===== src/rtl/wkt_pkg.sv =====
package wkt_pkg;
  localparam int EV_N      = 5;
  localparam int EV_CHG    = 0;
  localparam int EV_TICK   = 1;
  localparam int EV_TRIM   = 2;
  localparam int EV_WRAP   = 3;
  localparam int EV_MWRAP  = 4;

  localparam logic [1:0] A_CNT  = 2'd0;
  localparam logic [1:0] A_MOD  = 2'd1;
  localparam logic [1:0] A_STAT = 2'd2;
  localparam logic [1:0] A_EN   = 2'd3;

  // step encoding shared by both counters
  function automatic logic [1:0] trim_step(input logic add, input logic skip);
    if (add && !skip)      trim_step = 2'd2;
    else if (skip && !add) trim_step = 2'd0;
    else                   trim_step = 2'd1;
  endfunction
endpackage


===== src/rtl/wkt_count.sv =====
module wkt_count #(
  parameter int W = 32
) (
  input  logic         clk,
  input  logic         rst_n,
  input  logic         tick,
  input  logic [1:0]   step,
  output logic [W-1:0] cnt_q,
  output logic         live_q,
  output logic         wrap_now
);
  logic [W:0] sum;

  assign sum      = {1'b0, cnt_q} + {{(W-1){1'b0}}, step};
  assign wrap_now = tick & sum[W];

  always_ff @(posedge clk or negedge rst_n) begin
    if (!rst_n) begin
      cnt_q  <= '0;
      live_q <= 1'b0;
    end else if (tick) begin
      cnt_q  <= sum[W-1:0];
      live_q <= sum[W];
    end
  end
endmodule


===== src/rtl/wkt_mod.sv =====
module wkt_mod #(
  parameter int MOD = 60,
  parameter int MW  = $clog2(MOD)
) (
  input  logic          clk,
  input  logic          rst_n,
  input  logic          tick,
  input  logic [1:0]    step,
  output logic [MW-1:0] mod_q,
  output logic          live_q,
  output logic          wrap_now
);
  localparam logic [MW:0] LIMIT = (MW+1)'(MOD);

  logic [MW:0] sum;
  logic [MW:0] folded;
  logic        over;

  assign sum      = {1'b0, mod_q} + {{(MW-1){1'b0}}, step};
  assign over     = (sum >= LIMIT);
  assign folded   = over ? (sum - LIMIT) : sum;
  assign wrap_now = tick & over;

  always_ff @(posedge clk or negedge rst_n) begin
    if (!rst_n) begin
      mod_q  <= '0;
      live_q <= 1'b0;
    end else if (tick) begin
      mod_q  <= folded[MW-1:0];
      live_q <= over;
    end
  end
endmodule


===== src/rtl/wkt_sticky.sv =====
module wkt_sticky #(
  parameter int N = 5
) (
  input  logic         clk,
  input  logic         rst_n,
  input  logic [N-1:0] set_i,
  input  logic [N-1:0] clr_i,
  input  logic [N-1:0] en_i,
  output logic [N-1:0] flag_q,
  output logic         irq_q
);
  for (genvar i = 0; i < N; i++) begin : g_flag
    always_ff @(posedge clk or negedge rst_n) begin
      if (!rst_n)        flag_q[i] <= 1'b0;
      else if (set_i[i]) flag_q[i] <= 1'b1;
      else if (clr_i[i]) flag_q[i] <= 1'b0;
    end
  end

  always_ff @(posedge clk or negedge rst_n) begin
    if (!rst_n) irq_q <= 1'b0;
    else        irq_q <= |(flag_q & en_i);
  end
endmodule


===== src/rtl/wakeup_timer.sv =====
module wakeup_timer
  import wkt_pkg::*;
#(
  parameter int CNT_W  = 32,
  parameter int MOD    = 60,
  parameter int DATA_W = 32
) (
  input  logic              clk,
  input  logic              rst_n,
  input  logic              tick,
  input  logic              trim_add,
  input  logic              trim_skip,
  input  logic              wr_en,
  input  logic [1:0]        wr_addr,
  input  logic [DATA_W-1:0] wr_data,
  input  logic [1:0]        rd_addr,
  output logic [DATA_W-1:0] rd_data,
  output logic              irq
);
  localparam int MOD_W = $clog2(MOD);

  logic [1:0]       step;
  logic [CNT_W-1:0] cnt_q;
  logic [MOD_W-1:0] mod_q;
  logic             live_cnt, live_mod, wrap_cnt, wrap_mod;
  logic [EV_N-1:0]  ev_set, ev_clr, en_q, sticky_q;

  assign step = trim_step(trim_add, trim_skip);

  wkt_count #(.W(CNT_W)) u_count (
    .clk(clk), .rst_n(rst_n), .tick(tick), .step(step),
    .cnt_q(cnt_q), .live_q(live_cnt), .wrap_now(wrap_cnt)
  );

  wkt_mod #(.MOD(MOD), .MW(MOD_W)) u_mod (
    .clk(clk), .rst_n(rst_n), .tick(tick), .step(step),
    .mod_q(mod_q), .live_q(live_mod), .wrap_now(wrap_mod)
  );

  always_comb begin
    ev_set           = '0;
    ev_set[EV_CHG]   = tick & (step != 2'd0);
    ev_set[EV_TICK]  = tick;
    ev_set[EV_TRIM]  = tick & (trim_add | trim_skip);
    ev_set[EV_WRAP]  = wrap_cnt;
    ev_set[EV_MWRAP] = wrap_mod;
  end

  assign ev_clr = (wr_en && wr_addr == A_STAT) ? wr_data[EV_N-1:0] : '0;

  always_ff @(posedge clk or negedge rst_n) begin
    if (!rst_n)                       en_q <= '0;
    else if (wr_en && wr_addr == A_EN) en_q <= wr_data[EV_N-1:0];
  end

  wkt_sticky #(.N(EV_N)) u_sticky (
    .clk(clk), .rst_n(rst_n), .set_i(ev_set), .clr_i(ev_clr),
    .en_i(en_q), .flag_q(sticky_q), .irq_q(irq)
  );

  always_comb begin
    rd_data = '0;
    unique case (rd_addr)
      A_CNT:  rd_data = DATA_W'(cnt_q);
      A_MOD:  rd_data = DATA_W'(mod_q);
      A_STAT: rd_data = DATA_W'({live_mod, live_cnt, sticky_q});
      A_EN:   rd_data = DATA_W'(en_q);
      default: rd_data = '0;
    endcase
  end
endmodule


===== config.mk =====
export PLATFORM = sky130hd
export DESIGN_NAME = wakeup_timer
export DESIGN_NICKNAME = d
export VERILOG_FILES = /design/src/rtl/wkt_pkg.sv /design/src/rtl/wkt_count.sv /design/src/rtl/wkt_mod.sv /design/src/rtl/wkt_sticky.sv /design/src/rtl/wakeup_timer.sv
export SDC_FILE = /design/constraint.sdc
export NUM_CORES = 1
export LEC_CHECK = 0
export ABC_AREA = 1
export BUFFER_PORTS_ARGS = -buffer_cell sky130_fd_sc_hd__buf_2
export CAP_MARGIN = 10
export CORE_MARGIN = 2
export CORE_UTILIZATION = 38
export DETAILED_ROUTE_END_ITERATION = 6
export HOLD_SLACK_MARGIN = 0.05
export PLACE_DENSITY_LB_ADDON = 0.15
export SLEW_MARGIN = 30
export SYNTH_ARGS = -nofsm -noshare
export SYNTH_HDL_FRONTEND = slang
export SYNTH_SLANG_ARGS = --single-unit

===== constraint.sdc =====
create_clock -name clk -period 2.3 [get_ports clk]
set_input_delay 0.23 -clock clk [delete_from_list [all_inputs] [get_ports clk]]
set_output_delay 0.23 -clock clk [all_outputs]
set_load 0.01 [all_outputs]

Yosys cells after proc, flatten, opt, wreduce, memory -nomap -nowiden
Cells that the tools add are included.
{"block": "word_totals", "ff_bits": 51, "word_cells": 55, "output_inout_bits": 33, "in_bits": 42}
{"block": "classes", "add_sub_neg": 3, "eq_ne": 5, "order_cmp": 1, "n_bitwise": 6, "n_mux": 15, "n_reduce_logical": 14}
{"operator": "one-hot mux 32 bit (4 select lines)", "n": 1}
{"operator": "adder 32 x 2 -> 33 bit", "n": 1}
{"operator": "nonzero test 2 bit", "n": 6}
{"operator": "2-to-1 mux 1 bit", "n": 11}
{"operator": "== test 2 bit (second input constant)", "n": 4}
{"operator": "adder 6 x 2 -> 7 bit", "n": 1}
{"operator": ">= comparator 7 x 6 -> 1 bit (second input constant)", "n": 1}
{"operator": "2-to-1 mux 6 bit", "n": 1}
{"operator": "subtractor 6 bit (second input constant)", "n": 1}
{"operator": "AND 5 bit", "n": 1}
{"operator": "2-to-1 mux 5 bit", "n": 1}
{"operator": "OR reduction 5 bit", "n": 1}
{"operator": "AND 1 bit", "n": 4}
{"operator": "logical AND 1 bit", "n": 4}
{"operator": "== test 2 x 1 -> 1 bit (second input constant)", "n": 1}
{"operator": "zero test 1 bit", "n": 2}
{"operator": "zero test 2 bit", "n": 1}
{"operator": "2-to-1 mux 2 bit", "n": 1}
{"operator": "bitwise OR 1 bit", "n": 1}

Depth between registers and ports, before layout
{"block": "logic_depth", "ltp_word": 8, "mapped_depth": 18, "depth_no_buf": 18}

Cells and area by module
From an unflattened synthesis, not the netlist that was laid out.
{"block": "unflattened", "hier_cells": 503, "area_unflattened_um2": 3574.7}
{"mod": "wkt_count", "n_inst": 1, "cells_each": 269, "area_per_inst_um2": 1985.7, "seq_area_each_um2": 825.8}
{"mod": "wakeup_timer", "n_inst": 1, "cells_each": 127, "area_per_inst_um2": 785.8, "seq_area_each_um2": 125.1}
{"mod": "wkt_mod", "n_inst": 1, "cells_each": 80, "area_per_inst_um2": 555.5, "seq_area_each_um2": 175.2}
{"mod": "wkt_sticky", "n_inst": 1, "cells_each": 27, "area_per_inst_um2": 247.7, "seq_area_each_um2": 150.1}

Worst setup path after synthesis
No wires, ideal clock.
{"block": "synth_timing", "path_type": "in2reg", "start": "input trim_add", "end": "register u_mod.mod_q[2]", "stages": 16, "arrival_ns": 2.121, "setup_ns": 0.124, "path_slack_ns": 0.055, "required_time_ns": 2.176, "path_buffers": 0, "cell_sequence": "inv_1 -> ha_1 -> inv_1 -> ha_1 -> fa_1 -> nand2_1 -> inv_1 -> nor2_2 -> ha_1 -> nand2_1 -> nor2_1 -> nand2_1 -> nand3_2 -> nand2_1 -> nand2_1 -> o21ai_1"}
{"block": "synth_between", "elab_chain_cells": 7, "elab_cells_between_ends": 9, "classes_between": "add/sub: 2; order compare: 1; mux: 3; reduce/logical: 3"}
{"element": "from (decl)", "line": "wakeup_timer.sv:11", "text": "input logic trim_add,"}
{"element": "zero test 1 bit", "line": "wkt_pkg.sv:17", "text": "else if (skip && !add) trim_step = 2'd0;"}
{"element": "logical AND 1 bit", "line": "wkt_pkg.sv:17"}
{"element": "2-to-1 mux 1 bit", "line": "wkt_pkg.sv:17"}
{"element": "2-to-1 mux 2 bit *", "line": "wkt_pkg.sv:16", "text": "if (add && !skip) trim_step = 2'd2;"}
{"element": "adder 6 x 2 -> 7 bit *", "line": "wkt_mod.sv:19", "text": "assign sum = {1'b0, mod_q} + {{(MW-1){1'b0}}, step};"}
{"element": "subtractor 6 bit or >= comparator 7 x 6 -> 1 bit (tied branches)", "line": "wkt_mod.sv:21, wkt_mod.sv:20"}
{"element": "2-to-1 mux 6 bit *", "line": "wkt_mod.sv:21", "text": "assign folded = over ? (sum - LIMIT) : sum;"}
{"element": "to (signal assigned)", "line": "wkt_mod.sv:29", "text": "mod_q <= folded[MW-1:0];"}
{"element": "to (decl)", "line": "wkt_mod.sv:9", "text": "output logic [MW-1:0] mod_q,"}
Mark *: on every way between the ends. The rest lies on a longest branch, timed or not.
A chain may end at the register's enable or synchronous reset.

Worst setup path after layout
{"block": "layout_timing", "start": "register u_mod.mod_q[0]", "end": "register u_mod.mod_q[2]"}
{"block": "layout_between", "elab_chain_cells": 3, "elab_cells_between_ends": 4, "classes_between": "add/sub: 2; order compare: 1; mux: 1"}
{"element": "adder 6 x 2 -> 7 bit *", "line": "wkt_mod.sv:19"}
{"element": "subtractor 6 bit or >= comparator 7 x 6 -> 1 bit (tied branches)", "line": "wkt_mod.sv:21, wkt_mod.sv:20"}
{"element": "2-to-1 mux 6 bit *", "line": "wkt_mod.sv:21"}
Marks and branches as above.

==> out/summary.txt <==
Pwr Density = 718 mW/mm²
most used cell, CP = nand2_1
Detailed Place HPWL = 6490 µm
post-detailed-route wirelength per cell = 12.7 µm
Tot GR Track Use = 18.1%
Top delay family on crit path = adder cells
Detailed Routing Iterations Pass 1 = 4
clk slew on worst S/H paths = 100 ps
post-synthesis sequential area ratio = 38.7%
synth top area cells = dfrtp_1, nand2_1, inv_1
Synth top area share = 38.7%
min-delay worst type = in2reg
CTS H-tree depth = 2
CP max stage cell = dfrtp_1
CTS tree = yes
worst clock skew = 8.39 ps
WHS = 180 ps
critical path arrival = 2280 ps
synthesized flop and latch total = 51
largest fanout on the critical path = 4
Num CTS Buffers = 5
nets = 586
diode count = 0
CTS Sinks = 51
Synth Cell Area = 0.00329 mm²
I/O pins = 75
worst-case vdd ir drop = 0.245 mV
Final Critical Period = 2070 ps
setup tns final = 0 ps
Rel. slew slack = 55.9%
Final setup violation count = 0
Slew Limit Fails = 0
Post-DP Area = 0.00382 mm²
Crit. End Element = register
Final Core Density = 48.0%
via/cell ratio = 4.81
final worst slack = 225 ps
WS Path Type = reg2reg
Final Hold Viols = 0
Total Wirelength = 8130 µm
setup repair after global routing missed its margin = false
Cells after Synth = 459
Synth Area per Inst = 7.18 µm²
# rows = 33
Worst Path Buf+Inv = 1
synth warn = 0
final antenna-violating net count = 0
initial antenna violation count = 0
die height = 97.1 µm
top cell type by total area after synthesis = dfrtp_1
Chip Width = 97.1 µm
WP data required = 2510 ps
Power, Total = 2.86 mW
later-pin clock latency in the skew report = 310 ps
Setup crit start kind = register
CTS Root Cell = clkbuf_8
DRC = 0
P_leak = 2.08 nW
die area = 0.00943 mm²
Starting DRT DRC Count = 148
initial core utilization = 39.7%
final non-filler cell total = 640
Vias = 3,076
Max clock buf depth = 2
fin crit share = 90.2%
Synth-to-Final Area Change = 21.0%
post-placement cell count = 630
total congestion overflow = 0
Cell variety after synth = 34
Core Box Area = 0.00830 mm²
worst path cell trace = ha_2 > fa_2 > nand2_1 > inv_1 > nor2_2 > ha_2 > nand2_1 > nor2_1 > nand2_1 > nand3_2 > nand2_2 > nand2_1 > o21ai_1
first-pass GRT wire length = 14,100 µm
vias in the first global route = 2,927
Port Buffers = 47
Worst path max stage delay = 410 ps
pre-CTS WS = -156 ps
Worst-Margin Slew = 662 ps
fin area = 0.00399 mm²
status = finished clean
fmax = 482 MHz
gpl congestion = 0.880
syn_nets = 511
share of cells above drive strength 1 = 19.6%
MaxCap Viol Count = 0
largest net degree at the start of global routing = 30
==> state kept, by name (all words and copies together) (netlist names) <==
name,flops
en_q,5
u_mod.mod_q,6
u_mod.live_q,1
u_sticky.flag_q,5
u_count.live_q,1
u_count.cnt_q,32
u_sticky.irq_q,1
==> cells by family (layout without fill, tap and decap cells) <==
group	Yosys count	in the layout	synth area share (%)
adders and majority gates	10	10	4.25
buffers and inverters	80	156	9.49
and+or+nand+nor	270	270	36.8
AOI/OAI and AO/OA	23	23	4.03
DFF	51	51	38.7
xor gates and xnor gates	25	25	6.65
==> cell type report <==
type                    count  area, µm²
well taps                 105        131
flip-flops and latches     51       1280
multi-input cells         328       1720
repair buffers             76        455
clock buffers               5       68.8
fillers                   885       4310
inverters                  72        270
clock inverters             3       67.6
==> Yosys cell counts (all sizes together) <==
master and count:
nand3b 1, o21ai 16, a22oi 1, o22ai 1
a21oi 1, buf 6, o211ai 1, nand4 18
dfrtp 51, o2111ai 1, xnor2 2, clkbuf 2
nor2 57, nand3 28, a221oi 2, ha 8
nand2 145, clkinv 1, inv 71, or2 1
nor4 2, xor2 23, nor3 18, fa 2
==> worst min-delay path: stages <==
cell and delay (ps):
buf_2 90, inv_1 50, o21ai_0 80
==> power breakdown <==
part | switching (mW) | leakage [nW] | internal, mW
logic | 0.482 | 1.40 | 0.383
registers | 0.203 | 0.618 | 1.04
clock network | 0.322 | 0.0644 | 0.434
total | 1.01 | 2.08 | 1.85
==> worst paths after layout <==
kind                           startpoint           endpoint  slack (ps)  cells past startpoint
max                        u_mod.mod_q[0]     u_mod.mod_q[2]         230                     13
min                            wr_data[0]            en_q[0]         180                      3
max reg2reg                u_mod.mod_q[0]     u_mod.mod_q[2]         230                     13
min reg2reg                u_count.live_q     u_count.live_q         490                      2
max in group asynchronous           rst_n  u_count.cnt_q[21]        1180                      3
min in group asynchronous           rst_n            en_q[0]         470                      2
==> timing repair <==
| item | CTS | global route |
|---|---|---|
| hold buffers | 1 | 0 |
| setup endpoints to repair | 0 | 3 |
| resized for setup | 0 | 4 |
| endpoints found under the hold margin | 27 | 0 |
| setup buffers | 0 | 1 |
==> layout by cell type (no fill, tap or decap), drive strengths merged, types with 8 or more instances in the layout <==
cell type	netlist	routed
nand3	28	28
xor2	23	23
inv	71	71
o21ai	16	16
ha	8	8
dfrtp	51	51
nor3	18	18
nand4	18	18
buf	6	75
nor2	57	57
nand2	145	145
==> per-layer routing <==
layer / global-route usage [%] / up-vias / part of all wire (%) / wire (µm)
met4: 4.23 / 0 / 0.92 / 75
met1: 27.8 / 1416 / 51 / 4160
li1: - / 1590 / - / -
met2: 26.7 / 63 / 44 / 3540
met5: 0 / - / 0 / 0
met3: 2.81 / 7 / 4.3 / 352
(Power assumes the default switching activity.)
